## src/rtl/regslave_pkg.sv

```systemverilog
package regslave_pkg;

  typedef enum logic [1:0] {
    TR_IDLE   = 2'b00,
    TR_BUSY   = 2'b01,
    TR_NONSEQ = 2'b10,
    TR_SEQ    = 2'b11
  } trans_e;

  localparam logic RESP_OKAY = 1'b0;

  function automatic logic is_real_transfer(input logic [1:0] code);
    return (code == TR_NONSEQ) || (code == TR_SEQ);
  endfunction

endpackage

```

## src/rtl/rs_capture.sv

```systemverilog
module rs_capture #(
  parameter int IDX_W = 2
) (
  input  logic             clk,
  input  logic             rst_n,
  input  logic             ready_in,
  input  logic             sel,
  input  logic [1:0]       trans,
  input  logic             write,
  input  logic [IDX_W-1:0] idx,
  output logic             sel_q,
  output logic             write_q,
  output logic [IDX_W-1:0] idx_q
);
  import regslave_pkg::*;

  logic qual_sel;
  assign qual_sel = sel & is_real_transfer(trans);

  always_ff @(posedge clk or negedge rst_n) begin
    if (!rst_n) begin
      sel_q   <= 1'b0;
      write_q <= 1'b0;
      idx_q   <= '0;
    end else if (ready_in) begin
      sel_q   <= qual_sel;
      write_q <= write;
      idx_q   <= idx;
    end
  end
endmodule

```

## src/rtl/rs_regfile.sv

```systemverilog
module rs_regfile #(
  parameter int NUM_REGS = 4,
  parameter int DATA_W   = 32,
  parameter int IDX_W    = 2,
  parameter int RO_IDX   = 1
) (
  input  logic                             clk,
  input  logic                             rst_n,
  input  logic                             wr_en,
  input  logic [IDX_W-1:0]                 wr_idx,
  input  logic [DATA_W-1:0]                wr_data,
  input  logic [DATA_W-1:0]                status_in,
  output logic [NUM_REGS-1:0][DATA_W-1:0]  regs
);
  for (genvar g = 0; g < NUM_REGS; g++) begin : g_word
    if (g == RO_IDX) begin : g_ro
      assign regs[g] = status_in;
    end else begin : g_rw
      logic hit;
      assign hit = wr_en && (wr_idx == IDX_W'(g));
      always_ff @(posedge clk or negedge rst_n) begin
        if (!rst_n)   regs[g] <= '0;
        else if (hit) regs[g] <= wr_data;
      end
    end
  end
endmodule

```

## src/rtl/rs_readmux.sv

```systemverilog
module rs_readmux #(
  parameter int NUM_REGS = 4,
  parameter int DATA_W   = 32,
  parameter int IDX_W    = 2
) (
  input  logic                            sel_q,
  input  logic                            write_q,
  input  logic [IDX_W-1:0]                idx_q,
  input  logic [NUM_REGS-1:0][DATA_W-1:0] regs,
  output logic [DATA_W-1:0]               rdata
);
  always_comb begin
    rdata = '0;
    if (sel_q && !write_q) begin
      for (int i = 0; i < NUM_REGS; i++) begin
        if (idx_q == IDX_W'(i)) rdata = regs[i];
      end
    end
  end
endmodule

```

## src/rtl/zw_regslave.sv

```systemverilog
module zw_regslave #(
  parameter int ADDR_W   = 32,
  parameter int DATA_W   = 32,
  parameter int NUM_REGS = 4,
  parameter int IDX_LO   = 2,
  parameter int RO_IDX   = 1
) (
  input  logic              clk,
  input  logic              rst_n,
  input  logic              bus_sel,
  input  logic [ADDR_W-1:0] bus_addr,
  input  logic [1:0]        bus_trans,
  input  logic              bus_write,
  input  logic [2:0]        bus_size,
  input  logic [DATA_W-1:0] bus_wdata,
  input  logic              bus_ready_in,
  input  logic [DATA_W-1:0] status_in,
  output logic [DATA_W-1:0] bus_rdata,
  output logic              bus_ready_out,
  output logic              bus_resp
);
  import regslave_pkg::*;

  localparam int IDX_W = (NUM_REGS > 1) ? $clog2(NUM_REGS) : 1;

  logic [IDX_W-1:0]                 addr_idx;
  logic                             cap_sel;
  logic                             cap_write;
  logic [IDX_W-1:0]                 cap_idx;
  logic [NUM_REGS-1:0][DATA_W-1:0]  word_q;
  logic                             unused_bits;

  assign addr_idx    = bus_addr[IDX_LO +: IDX_W];
  assign unused_bits = ^{bus_size, bus_addr};

  rs_capture #(.IDX_W(IDX_W)) cap_i (
    .clk      (clk),
    .rst_n    (rst_n),
    .ready_in (bus_ready_in),
    .sel      (bus_sel),
    .trans    (bus_trans),
    .write    (bus_write),
    .idx      (addr_idx),
    .sel_q    (cap_sel),
    .write_q  (cap_write),
    .idx_q    (cap_idx)
  );

  rs_regfile #(
    .NUM_REGS (NUM_REGS),
    .DATA_W   (DATA_W),
    .IDX_W    (IDX_W),
    .RO_IDX   (RO_IDX)
  ) rf_i (
    .clk       (clk),
    .rst_n     (rst_n),
    .wr_en     (cap_sel & cap_write),
    .wr_idx    (cap_idx),
    .wr_data   (bus_wdata),
    .status_in (status_in),
    .regs      (word_q)
  );

  rs_readmux #(
    .NUM_REGS (NUM_REGS),
    .DATA_W   (DATA_W),
    .IDX_W    (IDX_W)
  ) rm_i (
    .sel_q   (cap_sel),
    .write_q (cap_write),
    .idx_q   (cap_idx),
    .regs    (word_q),
    .rdata   (bus_rdata)
  );

  assign bus_ready_out = 1'b1;
  assign bus_resp      = RESP_OKAY;
endmodule

```

## config.mk

```make
export PLATFORM = sky130hd
export DESIGN_NAME = zw_regslave
export DESIGN_NICKNAME = d
export VERILOG_FILES = /design/src/rtl/regslave_pkg.sv /design/src/rtl/rs_capture.sv /design/src/rtl/rs_regfile.sv /design/src/rtl/rs_readmux.sv /design/src/rtl/zw_regslave.sv
export SDC_FILE = /design/constraint.sdc
export NUM_CORES = 1
export LEC_CHECK = 0
export BUFFER_PORTS_ARGS = -buffer_cell sky130_fd_sc_hd__buf_2
export CORE_ASPECT_RATIO = 0.9
export CORE_MARGIN = 5
export CORE_UTILIZATION = 29
export CTS_CLUSTER_DIAMETER = 80
export CTS_CLUSTER_SIZE = 12
export DETAILED_ROUTE_END_ITERATION = 7
export GPL_ROUTABILITY_DRIVEN = 0
export GPL_TIMING_DRIVEN = 0
export HOLD_SLACK_MARGIN = 0.03
export PLACE_DENSITY = 0.51
export SYNTH_ARGS = -nofsm -noshare
export SYNTH_HDL_FRONTEND = slang
export SYNTH_SLANG_ARGS = --single-unit
```

## constraint.sdc

```tcl
create_clock -name clk -period 2.7 [get_ports clk]
set_input_delay 0.27 -clock clk [delete_from_list [all_inputs] [get_ports clk]]
set_output_delay 0.27 -clock clk [all_outputs]
set_load 0.02 [all_outputs]
```

Word level (Yosys, flattened, before mapping)
Cells that the tools add are included.
Widths: inputs -> output; s select.

cells by class
  $lt $le $gt $ge = 0
  $add $sub $neg = 0
  reduce and logical (&&, ||, !) cells = 7
  mux-type cells = 5
  shift-type cells = 0
  bitwise operators = 2
  eq/ne operators = 5
  divide/modulo/power cells = 0
  multiply operators = 0

operators with widths
  operator            number
  $mux 32             5
  $eq 2x2->1 const B  4
  $logic_and 1x1->1   4
  $and 1x1->1         2
  $eq 2x1->1 const B  1
  $logic_not 2->1     1
  $logic_not 1->1     1
  $logic_or 1x1->1    1

storage, ports and cells
  bits in writable memories = 0
  memories kept = 0
  input bits = 106
  bits in registers = 100
  memory bits (read-only) = 0
  output and inout bits = 34
  bits in latches = 0
  logic and storage cells = 25

Logic depth before layout (Yosys ltp)
Gate-level depths: netlist (run 1).

  depth after elaboration = 6
  gate-level depth with buffers = 5
  gate-level depth less buffers = 2

Modules after synthesis
From an unflattened synthesis (run 1), not the netlist that was laid out.

unflattened totals
  cell total of the unflattened synthesis = 363
  area total of the unflattened synthesis = 4922.2 µm²

modules (own cells, without submodules)
  module       times used  cells an instance  seq. area each (µm²)  area an instance (µm²)
  rs_regfile   1           236                2402.3                3801.1
  rs_readmux   1           112                0.0                   944.7
  rs_capture   1           10                 100.1                 147.6
  zw_regslave  1           5                  0.0                   28.8

Worst setup path before layout (run 1)
OpenSTA, ideal clock, no wires.

  kind = register -> output
  start = register cap_i.write_q
  end = output bus_rdata[10]
  stages on the path, launching flop included = 5
  arrival time = 1.421 ns
  path slack = 1.009 ns
  required time = 2.430 ns
  buffers on the path = 2
  cell sequence = dfrtp_1 > or3b_1 > clkbuf_2 > buf_6 > o22ai_1

on the way
  cells in the longest elaborated chain, start to end = 3

RTL lines
  item                    RTL line           source
  start, declared         rs_capture.sv:12   output logic write_q,
  start signal, assigned  rs_capture.sv:27   write_q <= write;
  $logic_not 1->1         rs_readmux.sv:14   if (sel_q && !write_q) begin
  $logic_and 1x1->1       rs_readmux.sv:14
  $mux 32                 rs_readmux.sv:14
  end, declared           zw_regslave.sv:18  output logic [DATA_W-1:0] bus_rdata,

No other way between the ends.

Worst setup path in the final report (run 1)
  start = register cap_i.write_q
  end = output bus_rdata[25]

The elaborated chain is that of the path after synthesis.

==> results.md, run 1 <==
Floorplanning:
- The die covers 18,900 sq um.
- The height of the chip is 131 microns.
- During I/O placement, the number of pins put on the boundary was 140.
- The area of the placeable core is 16,100 sq um.
- The row count is 44.
- Once the floorplan was initialized, standard cells occupied 29.3% of the core.
- The horizontal die dimension is 144 microns.

Clocking:
- Buffers added to address setup during post-CTS repair amount to 0.
- The CTS tree is done.
- The quantity of hold-fixing buffers added after cts is 1.
- No sink is reached through more buffers than the 2 on the longest clock path.
- The TritonCTS sink count is 100.
- The clock reaches the later pin of the worst-skew pair after 0.34 ns.
- The number of buffers added by the clock tree synthesis step is 9.
- The number of gates resized after CTS is 0.
- After clock tree synthesis, the clock-pin slew on the worst setup and hold paths is 0.07 ns.
- The cell at the root of the clock tree is clkbuf_16.
- The H-tree depth is 3.

Route:
- The total via count after detailed routing is 3,079.
- After detailed routing, the average wire length per cell comes to 17.5 microns.
- For this run, design rule violations remaining after detail routing come to 0.
- The number of DRC markers in iteration 0 is 97.
- In this run the remaining antenna-violating nets after routing total 0.
- The final layout contains routed wiring with a total length of 11,500 microns.
- The number of search-and-repair iterations in the first detailed-routing pass is 4.
- In the routed layout, each cell is associated on average with a via count of 4.67.

Critical path:
- The worst flop-to-flop path startpoint is cap_i.idx_q[1].
- The most critical setup path has its endpoint at bus_rdata[25].
- Of all nets on the critical path, the largest fanout is 10.
- At the worst endpoint, the required time is 2.43 ns.
- The worst setup path is launched from a register.
- In this run the worst setup path begins at cap_i.write_q.
- Data on the critical path arrives at its endpoint at 1.95 ns.
- Counting cells, the worst reg-to-reg path comes to 5.
- The category of the critical setup timing path is reg -> out.
- The internal reg-to-reg setup slack is 1.05 ns.
- The worst register-to-register path ends at rf_i.regs[13].
- The worst setup path is captured at an output pin.

STA:
- The transition at the pin with the smallest max-transition slack is 0.668 ns.
- The total count of max-transition violations in the final report is 0.
- The post-route setup TNS is 0 ns.
- Setup violations remaining at the end of the flow were counted as 0.
- Setup repair after global routing left no endpoint under its margin.
- The clock arrives with 0.00887 ns of skew.
- The final hold violation count is 0.
- Dividing the final minimum period by the clock period gives 82.3%.
- The worst-case headroom to the max-slew limit is 55.5%.
- For the finished layout, the period the worst path requires is 2.22 ns.
- The hold slack is 0.156 ns.
- Timing would allow up to 450 MHz.

Pwr:
- In this run, the clock network consumes 27.4% of the power.
- The power density of the placed cells is 812 nW/um^2.
- The worst ir drop on vdd is 0.000265 V.
- Total power for the finished layout comes to 4.73 mW.
- The fraction of power spent switching nets is 26.4%.
- In this run the power spent charging and discharging nets is 1.25 mW.
- The analysis attributes to cell leakage a power of 2.77 nW.
- The combinational fraction of design power is 23.3%.
- Registers are responsible for 49.3% of the overall power.
- The design internal power is 3.48 mW.

Layout:
- 0 antenna diodes ended up in the layout.
- The most frequent standard cell in the layout excluding fill and tap cells is buf_2.
- Across the whole layout, storage elements account for 2500 sq um.
- The relative area change from synthesis to final layout is 23.6%.
- Leaving out fill and tap cells, the most frequent cells in the layout are buf_2 (114), dfrtp_1 (100), mux2_2 (69).
- The multi-input combinational cells in the finished layout cover a total of 2010 sq um.
- The number of fillers in the final layout is 1,578.
- The post-route netlist has 46.1% of its cells at a drive strength greater than 1.
- The number of nets in the finished design is 554.

Yosys:
- The area share of the largest cell type after synthesis is 53.1%.
- The average instance in the mapped netlist occupies 14.2 sq um.
- The number of nets in the synthesized netlist is 438.
- The distinct cell type count after synthesis is 20.
- The yosys synthesis warning count is 0.
- The count of mapped cells out of synthesis is 332.
- Synthesis inferred 100 register bits.
- The mapped netlist covers 4710 sq um.
- Ranked by total cell area, the synthesized netlist is headed by dfrtp_1 (53%), mux2_2 (16%), mux2i_1 (14%).
- The register area share after synthesis is 53.1%.
- The cell taking the most area after synthesis is dfrtp_1.

Global route:
- Entering global routing, the biggest net connects 54 pins.
- The first global-routing pass estimated 17,800 microns of wire.
- Global routing finished with a remaining overflow of 0.
- In the global route stage, overall resource usage came out at 12.6%.
- The number of antenna violations at the first check in global routing came to 1.
- The via count of the first global-routing pass is 3,244.

Outcome:
- The flow ran to the end, and the final reports show no timing, DRC or antenna violations.

Placement:
- During placement, the flow inserted port buffers numbering 103.
- The estimated wirelength of the detail-placed design is 8350 microns.

Job:
- The total of max-cap violations is 0.

Min path:
- The tightest min-delay check is of the in -> reg type.
- The worst hold path begins at bus_addr[3].
## metrics by stage
stage	util (%)	setup WS [ns]	cell area, sq um	instances
after floorplan	-	1.01	4710	332
after global placement	34.1	0.303	5490	642
after detailed placement	34.3	0.801	5520	643
after CTS	36.2	0.411	5830	660
after global routing	36.2	0.321	5830	660
final	36.2	0.478	5830	660
## flip-flops by register name, indices dropped and copies added (netlist names)
name	count
cap_i.idx_q	2
cap_i.sel_q	1
cap_i.write_q	1
rf_i.regs	96
## critical path, cell delays in order, from the launching register on
cell and delay, ns:
dfrtp_1 0.42, nand3b_1 0.28, clkbuf_1 0.56, o22ai_1 0.15
buf_2 0.20
## kinds of logic after synthesis
group                  share of synthesized area [%]
AOI/OAI and AO/OA                               4.35
buffers and inverters                           4.17
DFF                                             53.1
muxes                                           37.2
other                                          0.159
and+or+nand+nor                                0.982
## synthesized netlist by cell type, drive strengths merged
cell type / number
clkbuf: 4
buf: 23
nand3: 1
nor4bb: 1
inv: 1
conb: 2
nand3b: 1
nand4: 1
mux2: 99
nand4b: 1
o21ai: 1
o22ai: 32
mux2i: 64
or3b: 1
dfrtp: 100
## layout make-up
| cell class | count | share of cell area [%] |
|---|---|---|
| plain buffers | 27 | 3.31 |
| repair buffers | 105 | 9.54 |
| clock inverters | 1 | 0.515 |
| inverters | 1 | 0.0644 |
| flip-flops and latches | 100 | 43.0 |
| multi-input cells | 204 | 34.6 |
| well taps | 207 | 4.45 |
| clock buffers | 15 | 4.60 |
## worst min-delay path by stage
stage	end	slack [ns]	depth (start not counted)
3_3_place_gp	rf_i.regs[25]	0.47	1
4_1_cts	cap_i.idx_q[1]	0.14	2
2_1_floorplan	cap_i.idx_q[0]	-0.03	0
3_5_place_dp	rf_i.regs[102]	0.33	1
6_report	cap_i.idx_q[1]	0.16	2
5_1_grt	cap_i.idx_q[0]	0.15	2
## routing by layer
metal / global-route usage [%] / wire length [microns] / vias to the layer above
met5: 0 / 13 / -
met4: 3.13 / 128 / 2
met3: 4.08 / 526 / 12
met2: 20.9 / 5670 / 61
met1: 16.0 / 5200 / 1546
li1: - / - / 1458
## power groups by stage
stage / clock [mW] / sequential (mW) / combinational [mW]
after floorplan: 0 / 2.28 / 0.853
after global placement: 0 / 2.32 / 1.08
after detailed placement: 0 / 2.36 / 1.13
after CTS: 1.35 / 2.33 / 1.13
after global routing: 1.40 / 2.40 / 1.23
final: 1.30 / 2.33 / 1.10
Power figures use the tool's default switching activity.
==> run 2, diff against run 1 <==
ABC_AREA = 1   (was unset)
PLACE_DENSITY = 0.5   (was 0.51)
clock period = 2.25 ns   (was 2.7 ns; I/O delays follow)
==> run 2 against run 1 <==
Critical endpoint is now bus_rdata[23]. Total power grew 26%. Via count grew 46%. Non-clock buffer count grew 15. Synthesized area grew 8.7%.
==> results.md, run 2 <==
Outcome:
- The run finished with clean final reports.

Critical path:
- The critical path goes through inv_1 > nand2_2 > inv_2 > buf_4 > o21ai_0 > a21oi_1 > buf_2.
- The critical path launch point type is a register.
- The slowest stage of the critical path belongs to the cell dfrtp_1.
- The critical path endpoint category is an output pin.
- The critical path's largest stage delay is 0.39 ns.
- The worst setup path is of the reg -> out kind.
- The data required time of the worst path is 2.03 ns.
- The data arrival time of the critical path is 1.87 ns.
- Along the worst path, the maximum fanout reaches 10.

Layout:
- The register bank with the most flops is rf_i.regs.
- In the layout the commonest cells are nand2_1 (170), buf_2 (113), inv_1 (101).
- The register with the most flip-flops in the layout has 96 of them.
- The number of nets in the finished design is 872.
- In the final layout, flip-flops and latches occupy 2500 sq um.
- From synthesis to final layout, the design area changed by 23.7%.
- The largest registers in the layout are rf_i.regs (96), cap_i.idx_q (2).
- The proportion of layout cells with a drive suffix above 1 is 23.1%.
- Counting the fill cells in the layout gives 1,942.
- The number of antenna repair diodes is 0.
- Leaving out fill and tap cells, the most frequent cell in the layout is nand2_1.
- The area used by multi-input combinational logic is 1940 sq um.
- The final design utilization is 36.2%.

Yosys:
- Ranked by total cell area, the synthesized netlist is headed by dfrtp_1 (49%), nand2_1 (12%), o21ai_0 (7.8%).
- The main flop type after synthesis is dfrtp_1.
- Counting flops with a built-in enable in the synthesized netlist gives 0.
- The synthesized design contains 100 register bits.
- For this run, the number of Yosys warnings is 0.
- The synthesized area per cell is 7.88 sq um.
- The async set-reset flop share out of synthesis is 100%.
- The most common cell in the synthesized netlist is nand2_1.
- The net count after synthesis is 756.
- Sequential cells were found to cover 48.9% of the synthesized design area.
- The area share of the largest cell type after synthesis is 48.9%.
- After synthesis, the netlist uses 23 different library cells.
- The synthesized netlist occupies a cell area of 5120 sq um.
- The count of mapped cells out of synthesis is 650.
- The cell taking the most area after synthesis is dfrtp_1.
- In the synthesized netlist, the cells that appear most often are nand2_1 (170), inv_1 (102), dfrtp_1 (100).

Global route:
- The first global-routing pass estimated 24,600 microns of wire.
- The via count of the first global-routing pass is 4,523.
- The most used routing layer in global routing is met2.
- Global routing used 15.7% of the available tracks across all layers.
- Entering global routing, the biggest net connects 53 pins.
- The number of antenna violations at the first check in global routing is 0.
- Global routing finished with a remaining overflow of 0.
- The global-route met1 utilization is 21.7%.
- Global routing consumed, on the met2 layer, 25.4% of the routing resources.
- In the global route stage, met3 resource usage came out at 3.10%.

STA:
- The total count of max-transition violations in the final report is 0.
- The maximum clock skew at final layout is 0.00624 ns.
- The final count of negative-setup-slack endpoints is 0.
- The share of the cycle needed by the critical path after routing is 93.3%.
- The final critical path time including I/O delays and setup is 2.10 ns.
- The transition at the pin with the smallest max-transition slack is 0.670 ns.
- Setup repair after global routing left no endpoint under its margin.
- The tightest hold path in the finished design has a slack of 0.0916 ns.
- The achievable frequency is 476 MHz.
- Summed over all failing endpoints, the final setup total negative slack is 0 ns.
- Headroom to the max-slew limit came out at 55.3%.
- The final hold violation count is 0.

Clocking:
- After clock tree synthesis, the clock-pin slew on the worst setup and hold paths is 0.07 ns.
- The maximum clock insertion buffer count is 2.
- The H-tree was split into 3 levels.
- The TritonCTS sink count is 100.
- The cell at the root of the clock tree is clkbuf_16.
- The number of buffers added by the clock tree synthesis step is 9.
- TritonCTS built the clock tree.
- The latest clock arrival within the worst-skew pair is 0.35 ns.
- Once the clock tree was built, the setup fixing pass inserted 0 buffers.

Floorplanning:
- The horizontal die dimension is 150 microns.
- In this run the standard cell core region covers 17,500 sq um.
- The height of the chip is 136 microns.
- Pin placement for this block handled 140 I/O pins.
- For this configuration, the core starts out at a cell density of 29.3%.
- Row generation in the floorplan step produced 46 rows.
- The floorplan die area is 20,400 sq um.

Route:
- Wires add up to 15,500 microns.
- The per-cell routed wire length is 15.3 microns.
- The total via count after detailed routing is 4,494.
- The number of nets still failing antenna checks after routing is 0.
- The first detailed-routing pass took 4 iterations.
- The number of vias per cell is 4.45.
- The remaining routing DRC violations is 0.
- For this block, the initial DRC count from the detailed router was 225.

Min path:
- The worst hold path belongs to the class in -> reg.

Pwr:
- The standby leakage power is 3.43 nW.
- For this design the ratio of total power to cell area is 942 nW/um^2.
- IR analysis of the VDD net gives a maximum drop of 0.000376 V.

Placement:
- The count of port buffers added during placement is 103.
- The wire-length estimate of the detail-placed layout is 11,000 microns.

Job:
- Across the run, the number of max-cap violations was 0.
[run 2: area by class of cell]
class	count	share of cell area (%)
Multi-Input combinational cell	403	30.7
Buffer	42	4.56
Sequential cell	100	39.5
Timing Repair Buffer	105	8.77
Clock buffer	10	3.77
Inverter	105	6.22
Clock inverter	6	1.76
Tap cell	240	4.74
[run 2: power by group]
group          internal [mW]  switching, mW
sequential              2.45          0.286
combinational          0.592          0.833
clock                   1.12          0.685
[run 2: cell families after synthesis]
kind of cell	synth area share, %
and+or+nand+nor	20.6
AOI/OAI and AO/OA	17.2
buffers and inverters	13.2
DFF	48.9
other	0.147
[run 2: final timing paths]
path | slack (ns) | cells after the start | from | endpoint
setup / recovery | 0.15 | 7 | cap_i.write_q | bus_rdata[23]
hold / removal | 0.09 | 3 | bus_write | cap_i.write_q
setup reg to reg | 0.74 | 5 | cap_i.sel_q | rf_i.regs[23]
hold reg to reg | 0.48 | 2 | rf_i.regs[89] | rf_i.regs[89]
max in group asynchronous | 1.11 | 3 | rst_n | rf_i.regs[9]
min in group asynchronous | 0.44 | 2 | rst_n | rf_i.regs[3]
[run 2: critical path: cells and delay by family, from the launching register on]
family                 cells  cell delay [ns]
AO/OA/AOI/OAI              2             0.31
buffers and inverters      4             0.64
flip-flops                 1             0.39
AND/OR/NAND/NOR            1             0.18
[run 2: metrics by stage]
step	cell area (sq um)	cells	total power, mW	setup slack (ns)
5_1_grt	6340	1011	6.40	0.00132
3_3_place_gp	5940	993	4.17	-0.239
3_5_place_dp	5970	994	4.21	0.353
2_1_floorplan	5120	650	3.75	0.771
4_1_cts	6330	1011	6.04	0.0193
6_report	6340	1011	5.97	0.151
[run 2: layer usage]
metal,part of all wire [%],vias to the layer above
li1,-,2276
met1,48,2120
met2,46,94
met3,5.2,4
met4,0.58,0
met5,0,-
[run 2: what timing repair did]
action,CTS,global route
setup endpoints to repair,1,9
endpoints found under the hold margin,48,0
pin swaps,0,0
gates resized for setup,1,9
hold buffers,1,0
